<file path="src/rtl/smbus_host_regs.sv">
module smbus_host_regs #(
  parameter int ADDR_W = 6,
  parameter int DEPTH  = 32
) (
  input  logic                     clk,
  input  logic                     rst_n,
  input  logic                     host_en,
  input  logic                     host_wr,
  input  logic [ADDR_W-1:0]        host_addr,
  input  logic [7:0]               host_wdata,
  output logic [7:0]               host_rdata,
  output logic                     eng_req,
  output logic [2:0]               eng_proto,
  output logic [6:0]               eng_target,
  output logic                     eng_read,
  output logic [7:0]               eng_cmd,
  output logic [7:0]               eng_wdata0,
  output logic [7:0]               eng_wdata1,
  input  logic                     eng_ack,
  input  logic [7:0]               eng_rdata0,
  input  logic [7:0]               eng_rdata1,
  input  logic [$clog2(DEPTH)-1:0] eng_blk_idx,
  output logic [7:0]               eng_blk_rbyte,
  input  logic                     eng_blk_we,
  input  logic [$clog2(DEPTH)-1:0] eng_blk_widx,
  input  logic [7:0]               eng_blk_wdata
);
  localparam int IW = $clog2(DEPTH);
  localparam logic [IW-1:0] LAST = IW'(DEPTH - 1);

  logic [7:0] stat_q, ctl_q, cmd_q, adr_q, d0_q, d1_q;
  logic [7:0] buf_q [DEPTH];
  logic [IW-1:0] idx_q;
  logic       req_q, rr_q;
  logic [2:0] rp_q;
  logic [6:0] rt_q;
  logic [7:0] rc_q, rw0_q, rw1_q;

  logic       in_map, wr_hit, rd_hit, start, proto_ok;
  logic [2:0] off;
  logic [2:0] new_proto;

  assign in_map    = (host_addr >> 3) == '0;
  assign off       = host_addr[2:0];
  assign wr_hit    = host_en & host_wr & in_map;
  assign rd_hit    = host_en & ~host_wr & in_map;
  assign new_proto = host_wdata[4:2];
  assign start     = wr_hit && off == 3'd2 && host_wdata[6] && !req_q;
  assign proto_ok  = new_proto inside {3'd0, 3'd1, 3'd2, 3'd3, 3'd5};

  assign eng_req       = req_q;
  assign eng_proto     = rp_q;
  assign eng_target    = rt_q;
  assign eng_read      = rr_q;
  assign eng_cmd       = rc_q;
  assign eng_wdata0    = rw0_q;
  assign eng_wdata1    = rw1_q;
  assign eng_blk_rbyte = buf_q[eng_blk_idx];

  always_comb begin
    host_rdata = 8'h00;
    if (in_map) begin
      case (off)
        3'd0: host_rdata = stat_q;
        3'd2: host_rdata = {3'b000, ctl_q[4:0]};
        3'd3: host_rdata = cmd_q;
        3'd4: host_rdata = adr_q;
        3'd5: host_rdata = d0_q;
        3'd6: host_rdata = d1_q;
        3'd7: host_rdata = buf_q[idx_q];
        default: host_rdata = 8'h00;
      endcase
    end
  end

  always_ff @(posedge clk or negedge rst_n) begin
    if (!rst_n) begin
      stat_q <= '0; ctl_q <= '0; cmd_q <= '0; adr_q <= '0;
      d0_q <= '0; d1_q <= '0; idx_q <= '0;
      req_q <= 1'b0; rr_q <= 1'b0; rp_q <= '0; rt_q <= '0;
      rc_q <= '0; rw0_q <= '0; rw1_q <= '0;
      for (int i = 0; i < DEPTH; i++) buf_q[i] <= '0;
    end else begin
      if (req_q && eng_ack) begin
        req_q <= 1'b0;
        if (rr_q) begin
          case (rp_q)
            3'd1, 3'd2, 3'd5: d0_q <= eng_rdata0;
            3'd3: begin d0_q <= eng_rdata0; d1_q <= eng_rdata1; end
            default: ;
          endcase
        end
      end
      if (req_q && eng_blk_we) buf_q[eng_blk_widx] <= eng_blk_wdata;

      if (wr_hit) begin
        case (off)
          3'd0: begin stat_q <= '0; idx_q <= '0; end
          3'd2: ctl_q <= host_wdata;
          3'd3: cmd_q <= host_wdata;
          3'd4: adr_q <= host_wdata;
          3'd5: d0_q <= host_wdata;
          3'd6: d1_q <= host_wdata;
          3'd7: begin
            buf_q[idx_q] <= host_wdata;
            idx_q <= (idx_q == LAST) ? '0 : idx_q + 1'b1;
          end
          default: ;
        endcase
      end
      if (rd_hit && off == 3'd2) idx_q <= '0;
      if (rd_hit && off == 3'd7) idx_q <= (idx_q == LAST) ? '0 : idx_q + 1'b1;

      if (start) begin
        if (proto_ok) begin
          req_q <= 1'b1;
          rp_q  <= new_proto;
          rt_q  <= adr_q[7:1];
          rr_q  <= adr_q[0];
          rc_q  <= cmd_q;
          rw0_q <= d0_q;
          rw1_q <= d1_q;
        end else begin
          stat_q[2] <= 1'b1;
        end
      end
    end
  end


  req_hold_chk: assert property (@(posedge clk) disable iff (!rst_n)
    eng_req && !eng_ack |=> eng_req && $stable(eng_proto) && $stable(eng_target) && $stable(eng_cmd));


  req_drop_chk: assert property (@(posedge clk) disable iff (!rst_n)
    eng_req && eng_ack |=> !eng_req);


  bad_proto_chk: assert property (@(posedge clk) disable iff (!rst_n)
    (host_en && host_wr && host_addr == ADDR_W'(2) && host_wdata[6] && !eng_req &&
     host_wdata[4:2] inside {3'd4, 3'd6, 3'd7}) |=> !eng_req && stat_q[2]);


  stat_clr_chk: assert property (@(posedge clk) disable iff (!rst_n)
    (host_en && host_wr && host_addr == '0) |=> stat_q == '0 && idx_q == '0);


  busy_ign_chk: assert property (@(posedge clk) disable iff (!rst_n)
    (eng_req && !eng_ack && host_en && host_wr && host_addr == ADDR_W'(2)) |=>
      eng_req && $stable(eng_read) && $stable(eng_wdata0));
endmodule

</file>
<file path="config.mk">
export PLATFORM = sky130hd
export DESIGN_NAME = smbus_host_regs
export DESIGN_NICKNAME = d
export VERILOG_FILES = /design/src/rtl/smbus_host_regs.sv
export SDC_FILE = /design/constraint.sdc
export NUM_CORES = 1
export LEC_CHECK = 0
export ABC_AREA = 1
export BUFFER_PORTS_ARGS = -buffer_cell sky130_fd_sc_hd__buf_2
export CAP_MARGIN = 20
export CELL_PAD_IN_SITES_DETAIL_PLACEMENT = 0
export CELL_PAD_IN_SITES_GLOBAL_PLACEMENT = 1
export CORE_MARGIN = 3
export CORE_UTILIZATION = 45
export DETAILED_ROUTE_END_ITERATION = 7
export PLACE_DENSITY = 0.88
export SLEW_MARGIN = 20
export SYNTH_ARGS = -nofsm -noshare
export SYNTH_HDL_FRONTEND = slang
export SYNTH_SLANG_ARGS = --single-unit
export TNS_END_PERCENT = 20
</file>
<file path="constraint.sdc">
create_clock -name clk -period 3.34 [get_ports clk]
set_clock_uncertainty 0.2 [all_clocks]
set_input_delay 0.167 -clock clk [delete_from_list [all_inputs] [get_ports clk]]
set_output_delay 0.167 -clock clk [all_outputs]
set_load 0.02 [all_outputs]
</file>
==> results of run 1 <==
tightest hold or removal path: stages:
cell,delay [ps]
buf_2,150
nand3_2,140
inv_2,130
nand3_1,100
o21ai_0,70
flip-flops by register name, summed over array words and instances, names as in the netlist, 7 cells and up:
register	flops
cmd_q	8
d0_q	8
adr_q	8
eng_wdata1	8
eng_wdata0	8
eng_cmd	8
eng_target	7
d1_q	8
buf_q	256
how the worst min path moves through the flow:
stage	startpoint	endpoint	slack [ps]	cells past startpoint
6_report	host_addr[2]	idx_q[4]$_DFFE_PN0P_	60	5
5_1_grt	host_addr[2]	idx_q[4]$_DFFE_PN0P_	100	5
3_3_place_gp	rst_n	buf_q[127]$_DFF_PN0_	-10	1
3_5_place_dp	rst_n	buf_q[126]$_DFF_PN0_	-20	1
4_1_cts	host_addr[2]	idx_q[4]$_DFFE_PN0P_	40	5
2_1_floorplan	rst_n	adr_q[0]$_DFFE_PN0P_	-330	0
stage by stage:
step                setup slack [ps]  hold WS [ps]
floorplan                        960          -329
global placement                 655         -12.2
detailed placement               644         -17.0
CTS                             39.3          44.8
global route                   0.321           104
finish                          27.3          62.3
report_power, final:
group / leakage (nW) / internal [mW] / switching (mW)
registers: 4.58 / 4.18 / 0.112
logic: 5.58 / 0.802 / 2.03
clock network: 0.653 / 2.65 / 1.81
total: 10.8 / 7.64 / 3.95
area by class of cell:
class                           count  area (µm²)  area share [%]
Clock inverter                     14         151           0.636
Timing Repair Buffer              216        1640            6.89
Clock buffer                       56        1160            4.89
Inverter                          325        1220            5.14
Sequential cell                   335        8390            35.3
Multi-Input combinational cell   2343       10500            44.0
Tap cell                          600         751            3.16
kinds of logic after synthesis:
kind of cell | after synthesis | share of synthesized area (%)
AOI/OAI and AO/OA | 935 | 22.6
xor gates and xnor gates | 1 | 0.0418
adders and majority gates | 5 | 0.298
buffers and inverters | 556 | 10.1
DFF | 335 | 40.0
and+or+nand+nor | 1402 | 26.9
layout by cell type, fill, tap and decap left out, drive strengths merged:
cell type    synthesis  routed
and3                 1       1
bufinv               0       3
a22oi                1       1
o211ai              17      17
inv                324     324
o22ai               14      14
nand4                2       2
nand3              186     186
xor2                 1       1
clkinv               1      11
clkbuf             195      56
nor3                27      27
or2                  2       2
nor3b                1       1
nor2                39      39
dlygate4sd3          0      35
o21ai              758     758
nand2             1144    1144
a21oi              145     145
buf                 36     181
ha                   5       5
dfrtp              335     335
clkinvlp             0       1
per-layer routing:
| metal | vias up | GRT usage [%] | share of wire [%] |
|---|---|---|---|
| met5 | - | 0 | 0 |
| met4 | 0 | 13.4 | 4.2 |
| met1 | 10200 | 47.4 | 43 |
| met3 | 171 | 6.26 | 10 |
| met2 | 1132 | 49.4 | 43 |
| li1 | 10500 | - | - |
repair_timing:
| item | 4_1_cts | 5_1_grt |
|---|---|---|
| hold buffers | 36 | 0 |
| setup endpoints to repair | 0 | 2 |
| resized for setup | 0 | 3 |
| endpoints found under the hold margin | 359 | 0 |
==> run_results.csv, run 1 <==
group,metric,value,unit
run_status,outcome,"complete, no violations",
setup_path,crit_chain,"inv_4, buf_16, nand2_1, nand3_1, nand2_1, nand2_1, nand2_1, nor2_1, nand2_1, nand2_1, a21oi_1, buf_2",
floorplan,fp-row-count,78,
drt,first_iter_violations,2695,
clock_network,cts_tree,"built",
logic_synthesis,synth.area.top_cells,"dfrtp_1 (40%), nand2_1 (20%), o21ai_0 (17%), inv_1 (5.8%), nand3_1 (4.4%)",
drt,vias,22000,
placed_design,hpwlAfterDp,52500,µm
sta,timing.final.crit_share,99.2,%
logic_synthesis,synth.most_common_cell,"nand2_1",
setup_path,rr_startpoint,"idx_q[0]$_DFFE_PN0P_",
clock_network,ctsLongestPathBuffers,3,
drt,detail-route-antenna-nets,0,
final_layout,fin_nets,3319,
clock_network,cts-root-buf,"clkbuf_16",
drt,wl,83300,µm
logic_synthesis,yosysTopAreaCell,"dfrtp_1",
final_layout,drive_gt1_share,8.15,%
floorplan,ioPinCount,106,
floorplan,dieArea,49200,µm²
setup_path,path_common_cell,"nand2_1",
final_layout,antenna_cells,0,
flow_run,cap_violations,0,
setup_path,r2r_slack,760,ps
logic_synthesis,yosysTopAreaCellShare,40.0,%
setup_path,max_stage_delay,590,ps
final_layout,nFillCells,4604,
setup_path,worstSetupPathType,"reg -> out",
logic_synthesis,synth_nets,3293,
sta,tns,0,ps
setup_path,cp.arrival,2950,ps
logic_synthesis,syn_avg_cell_area,6.48,µm²
min_path,hold_class,"in -> reg",
grt,grt_pass1_wl,126000,µm
floorplan,initial_core_util,45.9,%
placed_design,place.gp.congestion,0.947,
setup_path,cp.required,2970,ps
clock_network,post_cts_buffers,0,
logic_synthesis,synth_ff_type,"dfrtp_1",
logic_synthesis,ys_warn_count,0,
logic_synthesis,synthArstFlopShare,100,%
floorplan,core,45700,µm²
sta,slew_headroom,37.4,%
grt,grt-ovfl-total,0,
sta,fmax,302,MHz
floorplan,die_h,222,µm
setup_path,endpoint,"host_rdata[1]",
setup_path,cp_slowest_cell,"dfrtp_4",
logic_synthesis,synth_common_cells,"nand2_1 (1,141), o21ai_0 (715), dfrtp_1 (335), inv_1 (322), clkbuf_1 (195)",
final_layout,design_area,23800,µm²
setup_path,rr_worst_depth,6,
final_layout,fin_cells,3889,
pwr,p_total,11.6,mW
grt,grtUsageTotal,33.1,%
final_layout,fin_util,52.1,%
setup_path,reg2reg_to,"buf_q[1]$_DFF_PN0_",
sta,rsz0062_at_grt,"false",
setup_path,crit_path_start_kind,"flip-flop",
grt,grt_pass1_vias,19900,
logic_synthesis,syn_area,21000,µm²
clock_network,insertion_delay,570,ps
sta,hold_viol,0,
logic_synthesis,synth_edf_count,0,
clock_network,path_clk_slew,60,ps
final_layout,area_delta_synth_final,13.5,%
drt,wire_per_inst,21.4,µm
sta,final-max-slew-violation-count,0,
pwr,ir_drop,0.000328,V
clock_network,cts.htree.levels,2,
logic_synthesis,ys_ff_latch,335,
clock_network,numCtsBuffers,39,
setup_path,cp.buffers_inverters,3,
setup_path,path_depth,12,
setup_path,crit_path_start,"idx_q[0]$_DFFE_PN0P_",
logic_synthesis,synth_cells,3234,
drt,viasPerCell,5.65,
clock_network,cts.sinks,335,
grt,grt_max_degree,129,
sta,fin_crit,3310,ps
setup_path,crit_fanout,85,
placed_design,portBuffers,105,
pwr,leakage,10.8,nW
placed_design,dpl_cell_area,22100,µm²
sta,tightest_slew,936,ps
placed_design,place_inst,3783,
setup_path,crit_family,"simple AND/OR/NAND/NOR gates",
sta,finalSetupViolations,0,
drt,first_pass_iters,6,
drt,drc,0,
setup_path,end_kind,"primary output",
floorplan,die_x,222,µm
logic_synthesis,synth.distinct_cells,33,
grt,antenna_found_initial,1,
logic_synthesis,seq_area_frac_synth,40.0,%
pwr,powerDensity,487,nW/µm²
(Power assumes the default switching activity.)
==> inputs of run 2 (changes only) <==
ABC_AREA = unset   (was 1)
CORE_MARGIN = 1.5   (was 3)
CORE_UTILIZATION = 50   (was 45)
PLACE_DENSITY = 0.87   (was 0.88)
==> run_results.csv, run 2 <==
group,metric,value,unit
final_layout,largest-register,"buf_q",
placed_design,dpl_cell_area,21600,µm²
final_layout,nFillCells,3253,
drt,vias,17100,
sta,fmax,297,MHz
logic_synthesis,synth.distinct_cells,53,
grt,grt_pass1_wl,111000,µm
final_layout,largest_reg_flops,256,
grt,grt-ovfl-total,0,
floorplan,initial_core_util,50.6,%
setup_path,endpoint,"host_rdata[4]",
setup_path,cp.arrival,2990,ps
sta,layout_setup_ws,-21.4,ps
setup_path,rr_startpoint,"eng_req$_DFF_PN0_",
final_layout,layout_commonest_cell,"mux2i_1",
setup_path,crit_path_start,"idx_q[0]$_DFFE_PN0P_",
run_status,outcome,"finished, violations left",
logic_synthesis,synth_edf_count,0,
clock_network,numCtsBuffers,38,
final_layout,fin_nets,2143,
grt,grtUsageTotal,37.0,%
pwr,leakage,11.0,nW
flow_run,cap_violations,0,
setup_path,r2r_slack,490,ps
placed_design,hpwlAfterDp,52600,µm
sta,timing.final.crit_share,101,%
logic_synthesis,synthXorXnorAreaFrac,0,%
logic_synthesis,synth_mux_area_share,32.8,%
run_status,violations,"negative setup slack",
logic_synthesis,synth_simple_gate_area_share,10.4,%
floorplan,dieArea,41300,µm²
clock_network,path_clk_slew,60,ps
logic_synthesis,yosysTopAreaCellShare,41.8,%
setup_path,worstSetupPathType,"reg -> out",
logic_synthesis,synth.most_common_cell,"mux2i_1",
floorplan,fp-row-count,73,
logic_synthesis,synthArstFlopShare,100,%
logic_synthesis,seq_area_frac_synth,41.8,%
logic_synthesis,synth_cells,1930,
logic_synthesis,synth.area.top_cells,"dfrtp_1 (42%), mux2i_1 (21%), mux4_2 (8.1%), a21oi_1 (7.1%), nor2_1 (5.5%)",
drt,detail-route-antenna-nets,0,
logic_synthesis,synth_top_family_by_area,"multiplexers",
setup_path,crit_fanout,10,
logic_synthesis,ys_warn_count,0,
clock_network,cts_tree,"built",
final_layout,design_area,24100,µm²
sta,tightest_slew,1160,ps
clock_network,ctsLongestPathBuffers,3,
clock_network,cts.htree.levels,2,
placed_design,place_inst,2513,
drt,wire_per_inst,29.2,µm
sta,hold_viol,0,
logic_synthesis,synth_nets,1989,
grt,grt_max_degree,94,
drt,first_pass_iters,6,
final_layout,antenna_cells,0,
logic_synthesis,synth_compound_gate_area_share,11.0,%
floorplan,die_x,203,µm
grt,antenna_found_initial,1,
logic_synthesis,yosysTopAreaCell,"dfrtp_1",
drt,first_iter_violations,2110,
logic_synthesis,syn_avg_cell_area,10.4,µm²
sta,tns,-35.6,ps
placed_design,place.gp.congestion,1.07,
setup_path,reg2reg_to,"buf_q[91]$_DFF_PN0_",
final_layout,fin_cells,2635,
sta,finalSetupViolations,3,
sta,slew_headroom,22.7,%
logic_synthesis,synth_ff_type,"dfrtp_1",
setup_path,crit_path_start_kind,"flip-flop",
final_layout,drive_gt1_share,25.6,%
final_layout,final_cell_mix,"mux2i_1 (378), dfrtp_1 (330), nor2_1 (291)",
sta,rsz0062_at_grt,"true",
setup_path,end_kind,"primary output",
pwr,p_total,9.79,mW
drt,wl,76800,µm
floorplan,die_h,203,µm
clock_network,insertion_delay,580,ps
grt,grt_pass1_vias,16000,
setup_path,cp.required,2970,ps
logic_synthesis,synth_common_cells,"mux2i_1 (424), dfrtp_1 (335), nor2_1 (292), a21oi_1 (285), clkbuf_1 (123)",
final_layout,fin_util,60.8,%
clock_network,cts-root-buf,"clkbuf_16",
pwr,ir_drop,0.000356,V
pwr,powerDensity,406,nW/µm²
sta,final-max-slew-violation-count,0,
setup_path,rr_worst_depth,5,
placed_design,portBuffers,105,
floorplan,ioPinCount,106,
drt,drc,0,
drt,viasPerCell,6.48,
floorplan,core,39600,µm²
logic_synthesis,ys_ff_latch,335,
logic_synthesis,synthAdderAreaFrac,0.312,%
final_layout,area_delta_synth_final,20.2,%
sta,fin_crit,3360,ps
min_path,hold_class,"in -> reg",
logic_synthesis,syn_area,20100,µm²
clock_network,cts.sinks,335,
[run 2: cell types whose count changed after synthesis, sizes merged, moves of 174 or more]
cell	previous run	this run
inv	324	8
nor2	39	300
o21ai	758	29
mux2i	0	424
nand3	186	12
nand2	1144	65
[run 2: power by group]
part / leakage [nW] / internal [mW] / switching [mW]
combinational: 5.76 / 0.409 / 0.620
sequential: 4.63 / 4.15 / 0.116
clock: 0.657 / 2.72 / 1.78
total: 11.0 / 7.28 / 2.52
[run 2: how the worst min path moves through the flow]
stage	start	end	slack [ps]	depth (start not counted)
2_1_floorplan	rst_n	adr_q[0]$_DFFE_PN0P_	-330	0
3_5_place_dp	rst_n	d0_q[6]$_DFF_PN0_	-40	1
4_1_cts	host_addr[2]	idx_q[1]$_DFFE_PN0P_	30	5
3_3_place_gp	rst_n	d0_q[1]$_DFF_PN0_	-50	1
5_1_grt	host_wdata[5]	buf_q[109]$_DFF_PN0_	2	3
6_report	host_wdata[5]	buf_q[117]$_DFF_PN0_	6	3
[run 2: cell families (layout without fill, tap and decap cells)]
kind of cell	after synthesis	count (layout)
fa+ha+maj	5	5
simple gates	456	456
flops	335	335
mux	551	551
buf+inv	176	356
compound gates	407	407
[run 2: routing by layer]
layer / wire length, µm / share of wire, % / track usage [%]
met1: 31000 / 40 / 52.0
met2: 34400 / 45 / 56.3
met3: 8190 / 11 / 8.29
met4: 3180 / 4.1 / 13.3
met5: 13 / 0.017 / 0
[run 2: area by class of cell]
| cell class | count | area (µm²) | area share, % |
|---|---|---|---|
| clock buffer | 52 | 1110 | 4.62 |
| clock inverter | 14 | 203 | 0.841 |
| inverter | 8 | 30.0 | 0.125 |
| multi-input combinational | 1419 | 11400 | 47.4 |
| sequential | 335 | 8390 | 34.8 |
| tap | 525 | 657 | 2.72 |
| timing repair buffer | 282 | 2280 | 9.46 |
[run 2: timing repair]
item                                   in CTS  in global routing
pin swaps                                   5                  8
cloned                                      2                  5
endpoints found under the hold margin     362                  0
hold buffers                               29                  0
resized for setup                          60                 63
buffers inserted                            9                 14
setup endpoints to repair                   8                  8
[run 2: per-stage QoR]
step                      setup slack, ps  hold WS, ps
after floorplan                       672         -329
final                               -21.4         6.35
after global placement                179        -50.7
after detailed placement              157        -44.9
after global routing                -30.2         2.17
after CTS                           -33.5         29.5
[run 2: critical path, cell delays in order (launching register included)]
cell and delay (ps):
dfrtp_4 460, buf_6 140, bufbuf_16 310, mux2i_4 250
o22ai_2 120, or4_4 590, o21ai_2 140, buf_4 130
a21oi_1 80, buf_4 200
==> inputs of run 3 (changes only) <==
GPL_TIMING_DRIVEN = 0   (was unset)
TNS_END_PERCENT = 50   (was 20)
==> run_results.csv, run 3 (synthesized netlist as in run 2, its figures left out) <==
group,metric,value,unit
run_status,outcome,"finished, violations left",
run_status,violations,"negative setup slack",
final_layout,seqCellArea,8390,µm²
clock_network,cts.sinks,335,
final_layout,nFillCells,3327,
placed_design,hpwlAfterDp,58900,µm
sta,rsz0062_at_grt,"true",
pwr,ir_drop,0.000346,V
final_layout,largest_reg_flops,256,
sta,timing.final.crit_share,105,%
sta,fin_crit,3500,ps
drt,routed.top_layer,"met4",
drt,wl_met3,9370,µm
placed_design,place.gp.congestion,1.05,
clock_network,insertion_delay,580,ps
grt,grt_max_degree,99,
sta,whs,32.0,ps
drt,vias,17800,
sta,slew_headroom,20.7,%
final_layout,layout_commonest_cell,"mux2i_1",
placed_design,place_ws,-848,ps
sta,finalSetupViolations,11,
drt,first_pass_iters,6,
drt,first_iter_violations,2523,
final_layout,largest-register,"buf_q",
drt,wire_per_inst,31.2,µm
floorplan,dieArea,41300,µm²
floorplan,die_h,203,µm
placed_design,dpl_cell_area,21300,µm²
setup_path,crit_chain,"buf_8, buf_12, buf_6, clkbuf_16, mux2i_1, o22ai_2, or4_4, o21ai_4, a21oi_2, buf_4",
clock_network,cts-root-buf,"clkbuf_16",
sta,layout_setup_ws,-162,ps
final_layout,fin_cells,2668,
final_layout,fin_nets,2178,
floorplan,fp-row-count,73,
setup_path,cp_slowest_cell,"or4_4",
final_layout,final_cell_mix,"mux2i_1 (361), dfrtp_1 (333), nor2_1 (291)",
setup_path,crit_fanout,8,
sta,hold_viol,0,
pwr,leakage,10.8,nW
floorplan,core,39600,µm²
final_layout,multi_input_area,11800,µm²
drt,wl_met2,36500,µm
clock_network,ctsLongestPathBuffers,3,
sta,tightest_slew,1190,ps
final_layout,drive_gt1_share,22.0,%
drt,wl,83300,µm
setup_path,cp.required,2970,ps
sta,fmax,286,MHz
clock_network,cts.htree.levels,2,
pwr,powerDensity,396,nW/µm²
clock_network,path_clk_slew,60,ps
floorplan,die_x,203,µm
clock_network,cts_tree,"built",
drt,drc,0,
grt,antenna_found_initial,0,
placed_design,place_inst,2550,
final_layout,antenna_cells,0,
setup_path,crit_path_start_kind,"flip-flop",
floorplan,initial_core_util,50.6,%
sta,final-max-slew-violation-count,0,
setup_path,cp.arrival,3140,ps
drt,viasPerCell,6.67,
drt,wl_met1,32700,µm
min_path,hold_class,"in -> async",
final_layout,area_delta_synth_final,21.3,%
setup_path,end_kind,"primary output",
placed_design,portBuffers,90,
floorplan,ioPinCount,106,
setup_path,crit_family,"buffers and inverters",
final_layout,design_area,24300,µm²
setup_path,max_stage_delay,590,ps
grt,grtUsageTotal,40.1,%
final_layout,fin_util,61.4,%
grt,grt-ovfl-total,0,
flow_run,cap_violations,0,
drt,detail-route-antenna-nets,0,
grt,grt_pass1_vias,16800,
setup_path,worstSetupPathType,"reg -> out",
setup_path,cp.buffers_inverters,5,
clock_network,numCtsBuffers,38,
grt,grt_pass1_wl,118000,µm
-- run 3: cell types whose count changed in the layout (fill, tap and decap cells not counted), moves of 4 or more --
cell | previous run | this run
buf_1 | 0 | 18
buf_16 | 3 | 11
buf_4 | 132 | 26
bufinv_16 | 5 | 1
clkbuf_1 | 4 | 110
clkbuf_2 | 0 | 4
clkinv_2 | 7 | 1
dlygate4sd3_1 | 28 | 36
mux2i_1 | 378 | 361
mux2i_2 | 31 | 25
mux2i_4 | 15 | 38
o22ai_1 | 60 | 45
o22ai_2 | 4 | 17
-- run 3: what timing repair did --
item	in CTS	in global routing
pin swaps	6	7
hold buffers	36	0
gates cloned	4	2
setup buffers	19	4
gates resized for setup	216	50
hold endpoints to repair	311	0
setup endpoints to repair	165	59
-- run 3: report_power, final --
group | internal, mW | total, mW | switching, mW
Sequential | 4.15 | 4.25 | 0.102
Clock | 2.43 | 4.22 | 1.79
Combinational | 0.445 | 1.18 | 0.733
-- run 3: stage by stage --
step           total power [mW]  TNS [ps]
2_1_floorplan              4.77         0
3_3_place_gp               5.21  -1635020
3_5_place_dp               5.25    -49240
4_1_cts                    9.59     -1030
5_1_grt                    9.83      -884
6_report                   9.65      -899
-- run 3: layout make-up --
| type | instances | share of cell area (%) |
|---|---|---|
| clock buffer | 59 | 4.69 |
| multi-input combinational | 1419 | 48.5 |
| tap | 525 | 2.70 |
| buffer | 157 | 3.83 |
| sequential | 335 | 34.5 |
| timing repair buffer | 160 | 5.41 |
| clock inverter | 5 | 0.324 |
| inverter | 8 | 0.123 |
-- run 3: path summary, 6_finish.rpt --
path,from,to,slack [ps],depth (start not counted)
min in group clk,host_wdata[1],buf_q[9]$_DFF_PN0_,50,3
max reg2reg,idx_q[0]$_DFFE_PN0P_,buf_q[103]$_DFF_PN0_,-60,9
min reg2reg,ctl_q[2]$_DFFE_PN0N_,ctl_q[2]$_DFFE_PN0N_,290,2
max in group asynchronous,rst_n,buf_q[140]$_DFF_PN0_,1640,5
max,idx_q[0]$_DFFE_PN0P_,host_rdata[0],-160,10
min,rst_n,eng_target[2]$_DFFE_PN0P_,30,3
-- run 3: metal layers --
layer  GRT usage, %  vias up
li1               -     7438
met1           55.8     8931
met2           59.8     1159
met3           8.37      263
met4           19.7        0
met5              0        -
-- run 3: worst min-delay path, stage by stage --
cell           delay [ps]
dlygate4sd3_1         580
buf_8                 120
buf_16                360
